==> src/rtl/pgwin_pkg.sv <==
package pgwin_pkg;

  localparam int WORD_W    = 16;
  localparam int MAX_WORDS = 4;
  localparam int DATA_W    = WORD_W * MAX_WORDS;
  localparam int PAGE_W    = 8;
  localparam int OFS_W     = 8;
  localparam int IDX_W     = $clog2(MAX_WORDS);
  localparam int CNT_W     = IDX_W + 1;

  localparam logic [1:0] OP_WRITE = 2'b01;
  localparam logic [1:0] OP_READ  = 2'b10;

  typedef enum logic [2:0] {
    S_IDLE, S_WDATA, S_PAGE, S_CMD, S_POLL, S_GAP, S_RDATA, S_FIN
  } seq_state_t;

  // number of 16-bit words moved for a width code
  function automatic logic [CNT_W-1:0] word_count(input logic [2:0] sz);
    case (sz)
      3'd0, 3'd1: word_count = CNT_W'(1);
      3'd2:       word_count = CNT_W'(2);
      3'd3:       word_count = CNT_W'(3);
      default:    word_count = CNT_W'(MAX_WORDS);
    endcase
  endfunction

  // valid result bits for a width code
  function automatic logic [DATA_W-1:0] width_mask(input logic [2:0] sz);
    case (sz)
      3'd0:    width_mask = DATA_W'(8'hFF);
      3'd1:    width_mask = {{(DATA_W-16){1'b0}}, {16{1'b1}}};
      3'd2:    width_mask = {{(DATA_W-32){1'b0}}, {32{1'b1}}};
      3'd3:    width_mask = {{(DATA_W-48){1'b0}}, {48{1'b1}}};
      default: width_mask = {DATA_W{1'b1}};
    endcase
  endfunction

  function automatic logic [WORD_W-1:0] page_word(input logic [PAGE_W-1:0] pg);
    page_word = {pg, 8'h01};
  endfunction

  function automatic logic [WORD_W-1:0] cmd_word(input logic [OFS_W-1:0] ofs,
                                                 input logic [1:0] op);
    cmd_word = {ofs, 6'b0, op};
  endfunction

endpackage

==> src/rtl/pgwin_pagecache.sv <==
module pgwin_pagecache
  import pgwin_pkg::*;
(
  input  logic              clk,
  input  logic              rst_n,
  input  logic              upd,
  input  logic [PAGE_W-1:0] upd_page,
  input  logic [PAGE_W-1:0] probe_page,
  output logic              hit,
  output logic [PAGE_W-1:0] cur_page
);

  always_ff @(posedge clk) begin
    if (!rst_n)   cur_page <= '1;
    else if (upd) cur_page <= upd_page;
  end

  assign hit = (probe_page == cur_page);

  assert_cache_load_R1: assert property (@(posedge clk) disable iff (!rst_n)
    upd |=> (cur_page == $past(upd_page)));

endmodule

==> src/rtl/pgwin_pace.sv <==
module pgwin_pace #(
  parameter int TRIES = 5,
  parameter int GAP   = 4
) (
  input  logic clk,
  input  logic rst_n,
  input  logic arm,
  input  logic poll_busy,
  input  logic poll_req,
  output logic last_try,
  output logic gap_open
);

  localparam int CW = $clog2(TRIES + 1);
  localparam int GW = (GAP > 0) ? $clog2(GAP + 1) : 1;

  logic [CW-1:0] tries_q;
  logic [GW-1:0] gap_q;

  always_ff @(posedge clk) begin
    if (!rst_n) begin
      tries_q <= '0;
      gap_q   <= '0;
    end else begin
      if (arm)            tries_q <= '0;
      else if (poll_busy) tries_q <= tries_q + 1'b1;
      if (poll_busy)        gap_q <= GW'(GAP);
      else if (gap_q != '0) gap_q <= gap_q - 1'b1;
    end
  end

  assign last_try = (tries_q == CW'(TRIES - 1));
  assign gap_open = (gap_q == '0);

  assert_try_bound_R5: assert property (@(posedge clk) disable iff (!rst_n)
    tries_q <= CW'(TRIES));

  assert_gap_quiet_R5: assert property (@(posedge clk) disable iff (!rst_n)
    (gap_q != '0) |-> !poll_req);

endmodule

==> src/rtl/pgwin_pack.sv <==
module pgwin_pack
  import pgwin_pkg::*;
(
  input  logic              clk,
  input  logic              rst_n,
  input  logic              clear,
  input  logic [2:0]        size,
  input  logic [IDX_W-1:0]  widx,
  input  logic [DATA_W-1:0] wsrc,
  output logic [WORD_W-1:0] word_out,
  input  logic              cap,
  input  logic [WORD_W-1:0] cap_word,
  output logic [DATA_W-1:0] assembled
);

  logic [DATA_W-1:0] acc_q;
  logic [DATA_W-1:0] merged;
  logic [WORD_W-1:0] sel;

  assign sel      = wsrc[widx*WORD_W +: WORD_W];
  assign word_out = (size == 3'd0) ? {8'h00, sel[7:0]} : sel;

  for (genvar g = 0; g < MAX_WORDS; g++) begin : g_word
    assign merged[g*WORD_W +: WORD_W] =
      (cap && (widx == IDX_W'(g))) ? cap_word : acc_q[g*WORD_W +: WORD_W];
  end

  always_ff @(posedge clk) begin
    if (!rst_n)     acc_q <= '0;
    else if (clear) acc_q <= '0;
    else if (cap)   acc_q <= merged;
  end

  assign assembled = merged & width_mask(size);

endmodule

==> src/rtl/pgwin_seq.sv <==
module pgwin_seq
  import pgwin_pkg::*;
#(
  parameter logic [4:0] PHY_ADDR   = 5'h1E,
  parameter logic [4:0] REG_PAGE   = 5'h10,
  parameter logic [4:0] REG_CMD    = 5'h11,
  parameter logic [4:0] REG_DATA   = 5'h18,
  parameter int         POLL_TRIES = 5,
  parameter int         POLL_GAP   = 4
) (
  input  logic              clk,
  input  logic              rst_n,
  input  logic              req_valid,
  input  logic              req_write,
  input  logic [2:0]        req_size,
  input  logic [PAGE_W-1:0] req_page,
  input  logic [OFS_W-1:0]  req_offset,
  input  logic [DATA_W-1:0] req_wdata,
  output logic              busy,
  output logic              done,
  output logic              err,
  output logic [DATA_W-1:0] rdata,
  output logic              bus_req,
  output logic              bus_wr,
  output logic [4:0]        bus_phy,
  output logic [4:0]        bus_reg,
  output logic [WORD_W-1:0] bus_wdata,
  input  logic [WORD_W-1:0] bus_rdata,
  input  logic              bus_done,
  input  logic              bus_err
);

  seq_state_t        st;
  logic [IDX_W-1:0]  idx;
  logic              l_write;
  logic [2:0]        l_size;
  logic [PAGE_W-1:0] l_page;
  logic [OFS_W-1:0]  l_ofs;
  logic [DATA_W-1:0] l_wdata;
  logic              need_pg;
  logic              err_q;
  logic [DATA_W-1:0] rdata_q;

  // named events
  logic              accept;
  logic              xfer;
  logic              last_word;
  logic              poll_busy;
  logic              poll_ok;
  logic              page_ok;
  logic              cmd_ok;
  logic              poll_req;
  logic              cache_hit;
  logic [PAGE_W-1:0] cache_page;
  logic              last_try;
  logic              gap_open;
  logic [WORD_W-1:0] data_word;
  logic [DATA_W-1:0] assembled;

  assign accept    = (st == S_IDLE) && req_valid;
  assign xfer      = bus_req && bus_done;
  assign last_word = ((CNT_W'(idx) + 1'b1) == word_count(l_size));
  assign poll_busy = xfer && (st == S_POLL) && (bus_rdata[1:0] != 2'b00);
  assign poll_ok   = xfer && (st == S_POLL) && (bus_rdata[1:0] == 2'b00);
  assign page_ok   = xfer && (st == S_PAGE) && !bus_err;
  assign cmd_ok    = xfer && (st == S_CMD) && !bus_err;
  assign poll_req  = bus_req && !bus_wr && (bus_reg == REG_CMD);

  pgwin_pagecache u_cache (
    .clk        (clk),
    .rst_n      (rst_n),
    .upd        (page_ok),
    .upd_page   (l_page),
    .probe_page (req_page),
    .hit        (cache_hit),
    .cur_page   (cache_page)
  );

  pgwin_pace #(.TRIES(POLL_TRIES), .GAP(POLL_GAP)) u_pace (
    .clk       (clk),
    .rst_n     (rst_n),
    .arm       (cmd_ok),
    .poll_busy (poll_busy),
    .poll_req  (poll_req),
    .last_try  (last_try),
    .gap_open  (gap_open)
  );

  pgwin_pack u_pack (
    .clk       (clk),
    .rst_n     (rst_n),
    .clear     (accept),
    .size      (l_size),
    .widx      (idx),
    .wsrc      (l_wdata),
    .word_out  (data_word),
    .cap       (xfer && (st == S_RDATA)),
    .cap_word  (bus_rdata),
    .assembled (assembled)
  );

  always_ff @(posedge clk) begin
    if (!rst_n) begin
      st      <= S_IDLE;
      idx     <= '0;
      l_write <= 1'b0;
      l_size  <= '0;
      l_page  <= '0;
      l_ofs   <= '0;
      l_wdata <= '0;
      need_pg <= 1'b0;
      err_q   <= 1'b0;
      rdata_q <= '0;
    end else begin
      case (st)
        S_IDLE: if (accept) begin
          l_write <= req_write;
          l_size  <= req_size;
          l_page  <= req_page;
          l_ofs   <= req_offset;
          l_wdata <= req_wdata;
          need_pg <= !cache_hit;
          idx     <= '0;
          err_q   <= 1'b0;
          if (req_write)       st <= S_WDATA;
          else if (!cache_hit) st <= S_PAGE;
          else                 st <= S_CMD;
        end
        S_WDATA: if (xfer) begin
          if (bus_err) begin
            err_q <= 1'b1;
            st    <= S_FIN;
          end else if (last_word) begin
            idx <= '0;
            st  <= need_pg ? S_PAGE : S_CMD;
          end else begin
            idx <= idx + 1'b1;
          end
        end
        S_PAGE: if (xfer) begin
          if (bus_err) begin
            err_q <= 1'b1;
            st    <= S_FIN;
          end else begin
            st <= S_CMD;
          end
        end
        S_CMD: if (xfer) begin
          if (bus_err) begin
            err_q <= 1'b1;
            st    <= S_FIN;
          end else begin
            st <= S_POLL;
          end
        end
        S_POLL: if (xfer) begin
          if (poll_ok) begin
            idx <= '0;
            st  <= l_write ? S_FIN : S_RDATA;
          end else if (last_try) begin
            err_q <= 1'b1;
            st    <= S_FIN;
          end else begin
            st <= S_GAP;
          end
        end
        S_GAP: if (gap_open) st <= S_POLL;
        S_RDATA: if (xfer) begin
          if (last_word) begin
            rdata_q <= assembled;
            st      <= S_FIN;
          end else begin
            idx <= idx + 1'b1;
          end
        end
        S_FIN:   st <= S_IDLE;
        default: st <= S_IDLE;
      endcase
    end
  end

  always_comb begin
    bus_req   = 1'b0;
    bus_wr    = 1'b0;
    bus_reg   = REG_CMD;
    bus_wdata = '0;
    case (st)
      S_WDATA: begin
        bus_req   = 1'b1;
        bus_wr    = 1'b1;
        bus_reg   = REG_DATA + 5'(idx);
        bus_wdata = data_word;
      end
      S_PAGE: begin
        bus_req   = 1'b1;
        bus_wr    = 1'b1;
        bus_reg   = REG_PAGE;
        bus_wdata = page_word(l_page);
      end
      S_CMD: begin
        bus_req   = 1'b1;
        bus_wr    = 1'b1;
        bus_reg   = REG_CMD;
        bus_wdata = cmd_word(l_ofs, l_write ? OP_WRITE : OP_READ);
      end
      S_POLL: begin
        bus_req = 1'b1;
        bus_reg = REG_CMD;
      end
      S_RDATA: begin
        bus_req = 1'b1;
        bus_reg = REG_DATA + 5'(idx);
      end
      default: ;
    endcase
  end

  assign bus_phy = PHY_ADDR;
  assign busy    = (st != S_IDLE);
  assign done    = (st == S_FIN);
  assign err     = (st == S_FIN) && err_q;
  assign rdata   = rdata_q;

  assert_bus_hold_R4: assert property (@(posedge clk) disable iff (!rst_n)
    (bus_req && !bus_done) |=> (bus_req && $stable(bus_reg) && $stable(bus_wdata) && $stable(bus_wr)));

  assert_write_abort_R8: assert property (@(posedge clk) disable iff (!rst_n)
    (bus_req && bus_done && bus_err && bus_wr) |=> (done && err && !bus_req));

  assert_done_pulse_R11: assert property (@(posedge clk) disable iff (!rst_n)
    done |=> (!done && !busy));

  assert_accept_R9: assert property (@(posedge clk) disable iff (!rst_n)
    (!busy && req_valid) |=> busy);

  assert_page_skip_R1: assert property (@(posedge clk) disable iff (!rst_n)
    (st == S_PAGE) |-> (cache_page != l_page));

endmodule

==> config.mk <==
export PLATFORM = sky130hd
export DESIGN_NAME = pgwin_seq
export DESIGN_NICKNAME = d
export VERILOG_FILES = /design/src/rtl/pgwin_pkg.sv /design/src/rtl/pgwin_pagecache.sv /design/src/rtl/pgwin_pace.sv /design/src/rtl/pgwin_pack.sv /design/src/rtl/pgwin_seq.sv
export SDC_FILE = /design/constraint.sdc
export NUM_CORES = 1
export LEC_CHECK = 0
export BUFFER_PORTS_ARGS = -buffer_cell sky130_fd_sc_hd__buf_2
export CAP_MARGIN = 20
export CORE_MARGIN = 2
export CORE_UTILIZATION = 50
export DETAILED_ROUTE_END_ITERATION = 7
export PLACE_DENSITY = 0.74
export SYNTH_ARGS = -nofsm -noshare
export SYNTH_HDL_FRONTEND = slang
export SYNTH_SLANG_ARGS = --single-unit
==> constraint.sdc <==
create_clock -name clk -period 3.1 [get_ports clk]
set_input_delay 0.465 -clock clk [delete_from_list [all_inputs] [get_ports clk]]
set_output_delay 0.465 -clock clk [all_outputs]
set_load 0.01 [all_outputs]
==> metrics.log <==
INFO  metric synth-edff-count = 0
INFO  metric number_of_remaining_drc_errors = 0
INFO  metric wl_per_cell = between 15 and 20 µm
INFO  metric max_stage_delay = 690 ps
INFO  metric layout.area.seq = between 0.004 and 0.005 mm²
INFO  metric synthToLayoutAreaGrowth = 20.6%
INFO  metric power.leakage = 4.86 nW
INFO  metric number_of_sinks_handled_by_clock_tree_synthesis = ~230
INFO  metric count_of_warnings_emitted_by_yosys = 0
INFO  metric post_cts_hold_buffer_count = 0
INFO  metric grt.total_usage = 23.0%
INFO  metric synth_cells = about 990
INFO  metric synth_simple_gate_area_share = 15.4%
INFO  metric critical_path_peak_fanout = 19
INFO  metric antenna_found_initial = 3
INFO  metric synthMuxAreaShare = 11.1%
INFO  metric first_global_vias = between 7000 and 8000
INFO  metric die_area = 0.0193 mm²
INFO  metric startpoint_type = flop
INFO  metric ctsLongestPathBuffers = 3
INFO  metric dp_hpwl = 15300 µm
INFO  metric yosysTopAreaCellShare = 51.2%
INFO  metric cts_tree = done
INFO  metric dominantRegCellSynth = dfxtp_1
INFO  metric power.combinational.fraction = 21.1%
INFO  metric finalClockSkew = 18.5 ps
INFO  metric cap_violations = 0
INFO  metric timing_max_transition_violations_final = 0
INFO  metric synth.ff_latch_count = about 230
INFO  metric fin_crit = just under 3000 ps
INFO  metric gp_routability_congestion = 0.855
INFO  metric worst_path_dominant_cell_family = simple AND/OR/NAND/NOR gates
INFO  metric largest_net_degree_at_the_start_of_global_routing = 87
INFO  metric placement_rows = 49
INFO  metric final_instance_area = 0.0110 mm²
INFO  metric later_pin_clock_latency_in_the_skew_report = 520 ps
INFO  metric port_buffers = between 150 and 200
INFO  metric yosys.cell_types.count = 47
INFO  metric max-vdd-ir-drop = 0.000815 V
INFO  metric initialDrtViolationCount = approximately 460
INFO  metric synth_adder_area_share = between 1 and 1.5%
INFO  metric status = complete, no violations
INFO  metric path_cells = nand2_1 -> nor2_1 -> a22oi_1 -> o21ai_0 -> buf_2
INFO  metric io_pins = 200
INFO  metric via_count = roughly 7500
INFO  metric fillCellCount = 1609
INFO  metric core_area = 0.0179 mm²
INFO  metric setup_tns = 0 ps
INFO  metric synth.cells.most_frequent = dfxtp_1, nand2_1, nor2_1
INFO  metric synth_top_family_by_area = simple AND/OR/NAND/NOR gates
INFO  metric ys_top_cells_by_area = dfxtp_1, nand2_1, mux2i_1
INFO  metric dp_cells = between 1000 and 1500
INFO  metric hp-class = input port to flop
INFO  metric cts.clk_slew.worst_paths = 60 ps
INFO  metric synth_compound_gate_area_share = 15.2%
INFO  metric floorplan.die.width = ~140 µm
INFO  metric detail_route.first_pass.iterations = 5
INFO  metric seq_power_share = 42.9%
INFO  metric drt.antenna.violating_nets = 0
INFO  metric netlist_area = 0.00910 mm²
INFO  metric synth_xor_area_share = under 10%
INFO  metric post_drt_via_cell_ratio = around 5.4
INFO  metric final-hold-violation-count = 0
INFO  metric finish.net_count = 1263
INFO  metric max_freq = 0.337 GHz
INFO  metric synth-async-reset-ratio = 0%
INFO  metric internal_power = 5.65 mW
INFO  metric worst_pin_slew = 925 ps
INFO  metric critPathArrivalTime = approximately 2500 ps
INFO  metric p_sw = 2.41 mW
INFO  metric layout.cells.non_filler = 1394
INFO  metric path_class = flop to primary output
INFO  metric synth-seq-area-share = between 50% and 60%
INFO  metric report.final.setup_viol = 0
INFO  metric final_layout_size_suffix_gt1_share = 22.9%
INFO  metric setup.worst_path.end_class = primary output
INFO  metric synth_top_cell_by_area = dfxtp_1
INFO  metric crit_required = 2630 ps
INFO  metric grt_pass1_wl = 36900 µm
INFO  metric syn_area_per_cell = roughly 9 µm²
INFO  metric initial_core_utilization = 50.9%
INFO  metric numCtsBuffers = 23
INFO  metric power_density = 734 mW/mm²
INFO  metric placed_cell_area = 0.0102 mm²
INFO  metric headroom_to_the_max_slew_limit = a little under two fifths
INFO  metric multi_input_area = 0.00405 mm²
INFO  metric critical_path_buf_inv_count = 1
INFO  metric h-tree-depth = 1
INFO  metric final_cycle_share = between 90% and 100%
INFO  metric sw_frac_of_total = 29.9%
INFO  metric grt_setup_unrepaired = false
INFO  metric most_used_standard_cell_by_instance_count_after_synthesis = dfxtp_1
INFO  metric grt_overflow_total = 0
INFO  metric die-height = between 100 and 150 µm
INFO  metric drt-total-wl = 22800 µm
INFO  metric clk_root_buffer_cell = clkbuf_16
INFO  metric crit_path_top_delay_cell = dfxtp_1
INFO  metric clkPwrFrac = 36.0%
metal layers:
layer  wire [µm]  vias up  part of all wire [%]  track usage [%]
li1            -     3691                     -                -
met1       10200     3540                    45             31.1
met2       10800      187                    48             37.5
met3        1300       38                   5.7             4.56
met4         473        2                   2.1             6.80
met5          13        -                 0.057                0
power by group through the flow:
stage	logic, mW	registers [mW]	clock network, mW
detailed placement	1.69	3.52	0
global placement	1.65	3.51	0
global route	1.90	3.50	3.06
floorplan	1.28	3.44	0
finish	1.70	3.46	2.90
CTS	1.70	3.45	2.94
cell type report:
class,instances,share of cell area [%]
Clock inverter,7,1.40
Sequential cell,233,42.5
Multi-Input combinational cell,663,36.9
Timing Repair Buffer,208,10.1
Tap cell,229,2.61
Antenna cell,3,0.0684
Inverter,21,0.718
Clock buffer,30,5.75
flip-flops by register name, summed over array words and instances (netlist names), 2 cells and up:
register,count
st,3
l_ofs,8
l_wdata,64
u_pace.tries_q,3
u_cache.cur_page,8
u_pace.gap_q,3
rdata,64
l_size,3
idx,2
l_page,8
u_pack.acc_q,64
worst min-delay path: stages:
cell	delay (ps)
buf_2	90
nand2_1	40
a21oi_1	50
cell usage in the layout (no fill, tap or decap), types with 3 or more instances in the layout:
cell / synthesis / layout
o2bb2ai_1: 57 / 57
or3_1: 4 / 4
nor2b_1: 7 / 7
nand3_1: 13 / 13
nand2b_1: 6 / 6
dfxtp_1: 233 / 233
buf_4: 13 / 14
a22oi_1: 8 / 8
a211oi_1: 12 / 12
clkbuf_8: 0 / 3
nor2_1: 97 / 96
a21oi_1: 96 / 96
buf_2: 21 / 192
mux4_2: 16 / 16
nor3_1: 4 / 4
mux2i_1: 65 / 65
clkbuf_16: 0 / 23
ha_1: 8 / 8
inv_1: 20 / 20
nand2_1: 202 / 200
xnor2_1: 10 / 10
clkbuf_1: 32 / 4
bufinv_16: 0 / 4
o21ai_0: 16 / 16
conb_1: 2 / 7
nand4_1: 4 / 4
diode_2: 0 / 3
worst paths after layout:
| path | from | endpoint | slack, ps | depth (start not counted) |
|---|---|---|---|---|
| min reg2reg | l_wdata[48] | l_wdata[48] | 450 | 2 |
| min | req_wdata[35] | l_wdata[35] | 190 | 3 |
| max | st[1] | bus_wdata[15] | 130 | 5 |
| max reg2reg | idx[0] | rdata[40] | 420 | 7 |
stage by stage:
| stage | power [mW] | hold WS, ps | setup WS [ps] | utilization, % |
|---|---|---|---|---|
| floorplan | 4.72 | 433 | 465 | - |
| global placement | 5.16 | 438 | 141 | 56.9 |
| detailed placement | 5.21 | 441 | 56.3 | 56.9 |
| CTS | 8.09 | 176 | 65.8 | 61.3 |
| global route | 8.46 | 193 | 15.0 | 61.3 |
| finish | 8.06 | 186 | 133 | 61.3 |
kinds of logic after synthesis:
logic type / count (synthesis)
flip-flops: 233
AO/OA/AOI/OAI: 209
multiplexers: 81
XOR/XNOR: 12
AND/OR/NAND/NOR: 345
adder cells (fa/ha/maj): 9
buffers and inverters: 94
other: 2
what timing repair did:
action,CTS,global route
setup endpoints to repair,0,35
resized for setup,0,1
buffers inserted,0,0
No activity file was read; power rests on OpenSTA's default activity.
